**src/rtl/xdl_pkg.sv**
```systemverilog
package xdl_pkg;

    // Gray-coded control states: each legal step flips one bit
    typedef enum logic [1:0] {
        ST_IDLE  = 2'b00,
        ST_LOAD  = 2'b01,
        ST_HOLD  = 2'b11,
        ST_DRAIN = 2'b10
    } ld_state_t;

endpackage

```
**src/rtl/xdl_rdy_sync.sv**
```systemverilog
module xdl_rdy_sync (
    input  logic clk,
    input  logic rst_n,
    input  logic async_in,
    output logic sync_out
);

    // single capture stage; resolution time is the full clock period
    always_ff @(posedge clk) begin
        if (!rst_n) sync_out <= 1'b0;
        else        sync_out <= async_in;
    end

endmodule

```
**src/rtl/xdl_load_fsm.sv**
```systemverilog
module xdl_load_fsm
    import xdl_pkg::*;
(
    input  logic clk,
    input  logic rst_n,
    input  logic rdy_s,
    output logic load_en
);

    ld_state_t state, state_nx;

    // state register
    always_ff @(posedge clk) begin
        if (!rst_n) state <= ST_IDLE;
        else        state <= state_nx;
    end

    // next-state decode
    always_comb begin
        state_nx = state;
        unique case (state)
            ST_IDLE:  if (rdy_s)  state_nx = ST_LOAD;
            ST_LOAD:              state_nx = ST_HOLD;
            ST_HOLD:  if (!rdy_s) state_nx = ST_DRAIN;
            ST_DRAIN:             state_nx = ST_IDLE;
            default:              state_nx = ST_IDLE;
        endcase
    end

    // outputs (Moore)
    always_comb begin
        load_en = 1'b0;
        unique case (state)
            ST_LOAD: load_en = 1'b1;
            default: load_en = 1'b0;
        endcase
    end

    // only one state bit flips per clock
    a_r4_gray_step: assert property (@(posedge clk) disable iff (!rst_n)
        $countones(state ^ $past(state)) <= 1);

    // a load is always preceded by a synchronized high strobe
    a_r5_load_after_sync: assert property (@(posedge clk) disable iff (!rst_n)
        load_en |-> $past(rdy_s));

    // the load enable never lasts two clocks
    a_r3_single_enable: assert property (@(posedge clk) disable iff (!rst_n)
        load_en |=> !load_en);

    // HOLD with strobe still high never reloads and never leaves
    a_r5_hold_while_high: assert property (@(posedge clk) disable iff (!rst_n)
        (state == ST_HOLD && rdy_s) |=> (!load_en && state == ST_HOLD));

endmodule

```
**src/rtl/xdl_word_reg.sv**
```systemverilog
module xdl_word_reg #(
    parameter int DATA_W = 32
) (
    input  logic              clk,
    input  logic              rst_n,
    input  logic              load_en,
    input  logic [DATA_W-1:0] din,
    output logic [DATA_W-1:0] dout,
    output logic              dvalid
);

    always_ff @(posedge clk) begin
        if (!rst_n) begin
            dout   <= '0;
            dvalid <= 1'b0;
        end else begin
            dvalid <= load_en;
            if (load_en) dout <= din;
        end
    end

    // a valid clock shows the word sampled at that edge
    a_r6_word_with_valid: assert property (@(posedge clk) disable iff (!rst_n)
        dvalid |-> (dout == $past(din)));

    // without valid the word holds
    a_r7_word_holds: assert property (@(posedge clk) disable iff (!rst_n)
        !dvalid |-> $stable(dout));

endmodule

```
**src/rtl/xdl_word_loader.sv**
```systemverilog
module xdl_word_loader #(
    parameter int DATA_W = 32
) (
    input  logic              clk,
    input  logic              rst_n,
    input  logic              src_rdy,
    input  logic [DATA_W-1:0] src_word,
    output logic [DATA_W-1:0] load_word,
    output logic              load_valid
);

    logic rdy_s;
    logic load_en;

    xdl_rdy_sync i_sync (
        .clk      (clk),
        .rst_n    (rst_n),
        .async_in (src_rdy),
        .sync_out (rdy_s)
    );

    xdl_load_fsm i_fsm (
        .clk     (clk),
        .rst_n   (rst_n),
        .rdy_s   (rdy_s),
        .load_en (load_en)
    );

    xdl_word_reg #(.DATA_W(DATA_W)) i_reg (
        .clk     (clk),
        .rst_n   (rst_n),
        .load_en (load_en),
        .din     (src_word),
        .dout    (load_word),
        .dvalid  (load_valid)
    );

    // valid never lasts two clocks
    a_r6_valid_pulse: assert property (@(posedge clk) disable iff (!rst_n)
        load_valid |=> !load_valid);

endmodule

```
**config.mk**
```make
export PLATFORM = sky130hd
export DESIGN_NAME = xdl_word_loader
export DESIGN_NICKNAME = d
export VERILOG_FILES = /design/src/rtl/xdl_pkg.sv /design/src/rtl/xdl_rdy_sync.sv /design/src/rtl/xdl_load_fsm.sv /design/src/rtl/xdl_word_reg.sv /design/src/rtl/xdl_word_loader.sv
export SDC_FILE = /design/constraint.sdc
export NUM_CORES = 1
export LEC_CHECK = 0
export ABC_AREA = 1
export BUFFER_PORTS_ARGS = -buffer_cell sky130_fd_sc_hd__buf_4
export CAP_MARGIN = 20
export CELL_PAD_IN_SITES_DETAIL_PLACEMENT = 1
export CELL_PAD_IN_SITES_GLOBAL_PLACEMENT = 2
export CORE_UTILIZATION = 23
export DETAILED_ROUTE_END_ITERATION = 7
export GPL_TIMING_DRIVEN = 1
export PLACE_DENSITY = 0.85
export SETUP_SLACK_MARGIN = 0.5
export SKIP_CTS_REPAIR_TIMING = 1
export SLEW_MARGIN = 20
export SYNTH_ARGS = -nofsm -noshare
export SYNTH_HDL_FRONTEND = slang
export SYNTH_SLANG_ARGS = --single-unit
```
**constraint.sdc**
```tcl
create_clock -name clk -period 1.4 [get_ports clk]
set_input_delay 0.14 -clock clk [delete_from_list [all_inputs] [get_ports clk]]
set_output_delay 0.14 -clock clk [all_outputs]
set_load 0.02 [all_outputs]
```
# Word level (Yosys, flattened, before mapping)
# Index checks and enable logic that the tools add are counted.
[totals] n_memories=0 mem_bits_rw=0 word_cells=15 latch_bits=0 output_inout_bits=33 input_bits=35 mem_bits_ro=0 regBits=36
[classes] n_mux=4 div_mod_pow=0 magnitude_cmp=0 reduce_logical=2 bitwise_logic=0 eq_ne=5 mul=0 n_addsub=0 n_shift=0
[ops] cell="case mux 2 bit (4 select lines)" count=1
[ops] cell="equality test 2 bit (second input constant)" count=2
[ops] cell="2-to-1 mux 2 bit" count=2
[ops] cell="inequality test 2 bit (second input constant)" count=2
[ops] cell="equality test 2 x 1 -> 1 bit (second input constant)" count=1
[ops] cell="logical NOT 2 bit" count=1
[ops] cell="AND reduction 2 bit" count=1
[ops] cell="2-to-1 mux 1 bit" count=1

# Depth between registers and ports, before layout
[logic_depth] depth_word=3 mapped_depth=6 ltp_nobuf=4

# Cells and area by module
# Synthesis repeated with hierarchy kept, for this count alone.
[hier_totals] cells_unflattened=220 area_unflattened_um2=1463.9
[modules_own_cells] mod="xdl_word_reg" n_inst=1 area_per_inst_um2=1361.3 seq_area_each_um2=660.6 cells_each=206
[modules_own_cells] mod="xdl_load_fsm" n_inst=1 area_per_inst_um2=75.1 seq_area_each_um2=40.0 cells_each=11
[modules_own_cells] mod="xdl_rdy_sync" n_inst=1 area_per_inst_um2=27.5 seq_area_each_um2=20.0 cells_each=3

# Worst setup path before layout
# No wires, ideal clock.
[synth_timing] path_kind="register to register" from="register i_fsm.state[1]" to="register i_fsm.state[0]" required_time_ps=1283 period_less_slack_ps=939 setup_time_ps=117 slack_ps=461 path_buffers=1 arrival_time_ps=822 path_stages_with_launch=5 path_cell_list="dfxtp_1 -> inv_1 -> buf_2 -> o21ai_0 -> nor2_1"
[synth_between] elab_chain_len=3 word_cells_on_any_way=8 classes_between="eq/ne: 5; mux: 1; reduce/logical: 2"
[synth_rtl] element="start, declared" line_no="xdl_load_fsm.sv:10" source="ld_state_t state, state_nx;"
[synth_rtl] element="start signal, assigned" line_no="xdl_load_fsm.sv:15" source="else state <= state_nx;"
[synth_rtl] element="equality test 2 bit / logical NOT 2 bit (equally long branches)" line_no="xdl_load_fsm.sv:21" source="unique case (state)"
[synth_rtl] element="inequality test 2 bit (no line)"
[synth_rtl] element="AND reduction 2 bit (no line)"
# Several ways; a longest one is shown, not always the timed one.
# A chain may end at the register's enable or synchronous reset.

# Final worst setup path
[layout_timing] from="register i_fsm.state[0]" to="register i_reg.dout[21]"
[layout_between] elab_chain_len=2
[layout_rtl] element="equality test 2 x 1 -> 1 bit" line_no="xdl_load_fsm.sv:33" source="unique case (state)"
[layout_rtl] element="2-to-1 mux 1 bit" line_no="xdl_load_fsm.sv:33"
[layout_rtl] element="end signal, assigned" line_no="xdl_word_reg.sv:18" source="if (load_en) dout <= din;"
[layout_rtl] element="end, declared" line_no="xdl_word_reg.sv:8" source="output logic [DATA_W-1:0] dout,"
# Every way passes these cells.

==> reports/metrics.sh <==
RUN_STATUS='finished, final reports clean'
GRT_PASS1_WL_UM=6570
TOP_SIGNAL_LAYER_USED='met4'
DRT-MET1-WL_UM=1960
ROUTE.ANTENNA.REMAINING_NETS=0
GRT_PASS1_VIAS=1484
HTREE_LEVELS=2
TIMING.FINAL.SETUP_VIOLATIONS=0
STATIC-LEAKAGE-POWER_uW=0.00127
ROWS=29
ROUTE.DETAILED.VIAS_PER_INST=4.16
SYNTH_COMMONEST_CELLS='sky130_fd_sc_hd__nor2_1, sky130_fd_sc_hd__dfxtp_1, sky130_fd_sc_hd__inv_1'
SYNTH_LARGEST_AREA_CELL='sky130_fd_sc_hd__dfxtp_1'
NUMCTSBUFFERS=5
MAXSLEWHEADROOM_PCT=76.4
CORE_AREA_SQ_MM=0.00631
PLACE.PORT_BUFFERS=67
CP_DATA_ARRIVAL_TIME_NS=1.15
YOSYS.CELL_COUNT.TOP_TYPE='sky130_fd_sc_hd__nor2_1'
GRT_MAX_DEGREE=36
SYNTHARSTFLOPSHARE_PCT=0
SYNTH.FF_LATCH_COUNT=36
DRIVE_ABOVE_1_SHARE_PCT=41.6
POST_SYNTH_NUM_CELL_TYPES=12
LAYOUT.NETS=327
CLOCK_INSERTION_DELAY_WORST_SKEW_NS=0.28
ANTENNA-DIODE-COUNT=0
SETUP.WORST_PATH.CLASS='flop to flop'
DIE-AREA_SQ_MM=0.00685
CLKTRANSATPATHREGS_NS=0.07
FINAL.MIN_CLOCK_PERIOD_NS=0.936
POST_SYNTH_INSTANCE_AREA_SQ_MM=0.00150
FMAX_MHz=1070
CHIPHEIGHT_UM=82.8
START_UTIL_PCT=23.8
CTS_BUFFER_DEPTH=2
PLACE_HPWL_UM=2870
FINAL.HOLD.WORST_SLACK_NS=0.0671
SETUP_TOTAL_NEGATIVE_SLACK_NS=0
INITIAL_ANTENNA_VIOLATION_COUNT=0
FINCLKSKEW_NS=0.00309
TOTAL_POWER_uW=2540
TRITONCTS='yes'
PIN_COUNT=68
SYNTH-MAIN-FF-CELL='sky130_fd_sc_hd__dfxtp_1'
MET3WIRELENGTH_UM=219
SYNTH.AREA.TOP_CELLS='sky130_fd_sc_hd__dfxtp_1, sky130_fd_sc_hd__nor2_1, sky130_fd_sc_hd__nand3_1'
DRT-TOTAL-WL_UM=4430
FINAL_DESIGN_AREA_EXCLUDING_FILLERS_SQ_MM=0.00245
TIMING.MAX_CAP.VIOLATIONS=0
SYNTH_ENABLE_FLOP_CELLS=0
PLACE.GP.CONGESTION=0.732
WORSTPATHREQUIRED_NS=1.62
FINAL_MAX_SLEW_VIOL_COUNT=0
PWR_DENSITY_CELL_mW_PER_MM2=1040
YOSYSWARNINGCOUNT=0
WORSTMARGINPINSLEW_NS=0.354
DPL-INSTANCE-AREA_SQ_MM=0.00207
FLOW.AREA_GROWTH_FROM_SYNTHESIS_PCT=63.1
TIMING.CRITICAL_PATH.FROM_TYPE='flop'
CRITPATHCAPTURETYPE='flop'
DRC_ERRORS=0
CRIT_PATH_MAX_FANOUT=13
REG_TO_REG_CRITICAL_PATH_STARTPOINT='i_fsm.state[0]'
MET2_WIRELENGTH_UM=2200
CTS.ROOT.BUFFER_CELL='sky130_fd_sc_hd__clkbuf_8'
CLKSINKCOUNT=36
SYN_AREA_PER_CELL_SQ_UM=6.79
HP-CLASS='input port to flop'
CHIPWIDTH_UM=82.8
WORST_HOLD_STARTPOINT='src_rdy'
DR_TOTAL_VIAS=1539
SYNTH.TOP_CELL.AREA_SHARE_PCT=48.0
YS_SEQ_AREA_SHARE_PCT=48.0
POSTSYNTHNETCOUNT=256
R2R_SLACK_NS=0.46
SETUP_REPAIR_AFTER_GLOBAL_ROUTING_MISSED_ITS_MARGIN='yes'
TIMING.FINAL.CRIT_SHARE_PCT=66.9
HOLD_VIOL_FINAL=0
FILL_CELLS=783
CP-STARTPOINT='i_fsm.state[0]'
CONGESTION_OVERFLOW_GR=0
DRT_FIRST_PASS_ITERS=4
VDD_IR_DROP_MAX_mV=0.355
WIRE_PER_INST_UM=12.0
GRT_USAGE_PCT=13.0
DETAIL_ROUTE.ITER0.VIOLATIONS=50
GATE_COUNT_OF_THE_MAPPED_NETLIST=221
area by class of cell:
type / instances / area (sq um) / share of cell area (%)
well taps: 77 / 96.3 / 3.94
clock buffers: 8 / 90.1 / 3.68
inverters: 36 / 143 / 5.83
flip-flops and latches: 36 / 769 / 31.4
multi-input cells: 135 / 556 / 22.7
repair buffers: 78 / 793 / 32.4
final timing paths:
path | endpoint | cells after the start
worst min register to register | i_fsm.state[0] | 2
worst max-delay path | i_reg.dout[21] | 5
worst min-delay path | i_sync.sync_out | 3
worst max register to register | i_reg.dout[21] | 5
worst max-delay path, cell delays in order, from the launching register on:
cell	delay (ns)
sky130_fd_sc_hd__dfxtp_4	0.39
sky130_fd_sc_hd__inv_4	0.04
sky130_fd_sc_hd__nor2_4	0.13
sky130_fd_sc_hd__buf_6	0.17
sky130_fd_sc_hd__nor2_1	0.05
sky130_fd_sc_hd__nor2_1	0.09
kinds of logic after synthesis:
logic type	Yosys count	share of synthesized area, %
buffers and inverters	50	14.9
AOI/OAI and AO/OA	1	0.333
DFF	36	48.0
and+or+nand+nor	134	36.7
layer usage:
layer	GRT usage, %	up-vias
met4	5.69	0
met5	0	-
met2	21.5	38
li1	-	791
met3	3.30	4
met1	15.8	706
flip-flops by register name (all words and copies together) (netlist names):
signal	cells
i_reg.dout	32
i_fsm.state	2
i_reg.dvalid	1
i_sync.sync_out	1
cells in the final DEF (no fill, tap or decap), drive strengths merged:
cell and count:
o21ai 1, nand2 34, clkbuf 10, nor2 68, nand3 32, inv 36, buf 76, dfxtp 36
report_power, final:
group | internal (uW) | switching (uW) | total [uW]
Sequential | 1120 | 60.4 | 1180
Combinational | 315 | 295 | 610
Clock | 401 | 350 | 752
per-stage QoR:
step           util (%)  instances  setup slack, ns
2_1_floorplan         -        221            0.482
3_3_place_gp       32.8        355            0.297
3_5_place_dp       32.8        355            0.284
4_1_cts            34.2        363            0.269
5_1_grt            38.8        370            0.384
6_report           38.8        370            0.464
No activity file was read; power rests on OpenSTA's default activity.
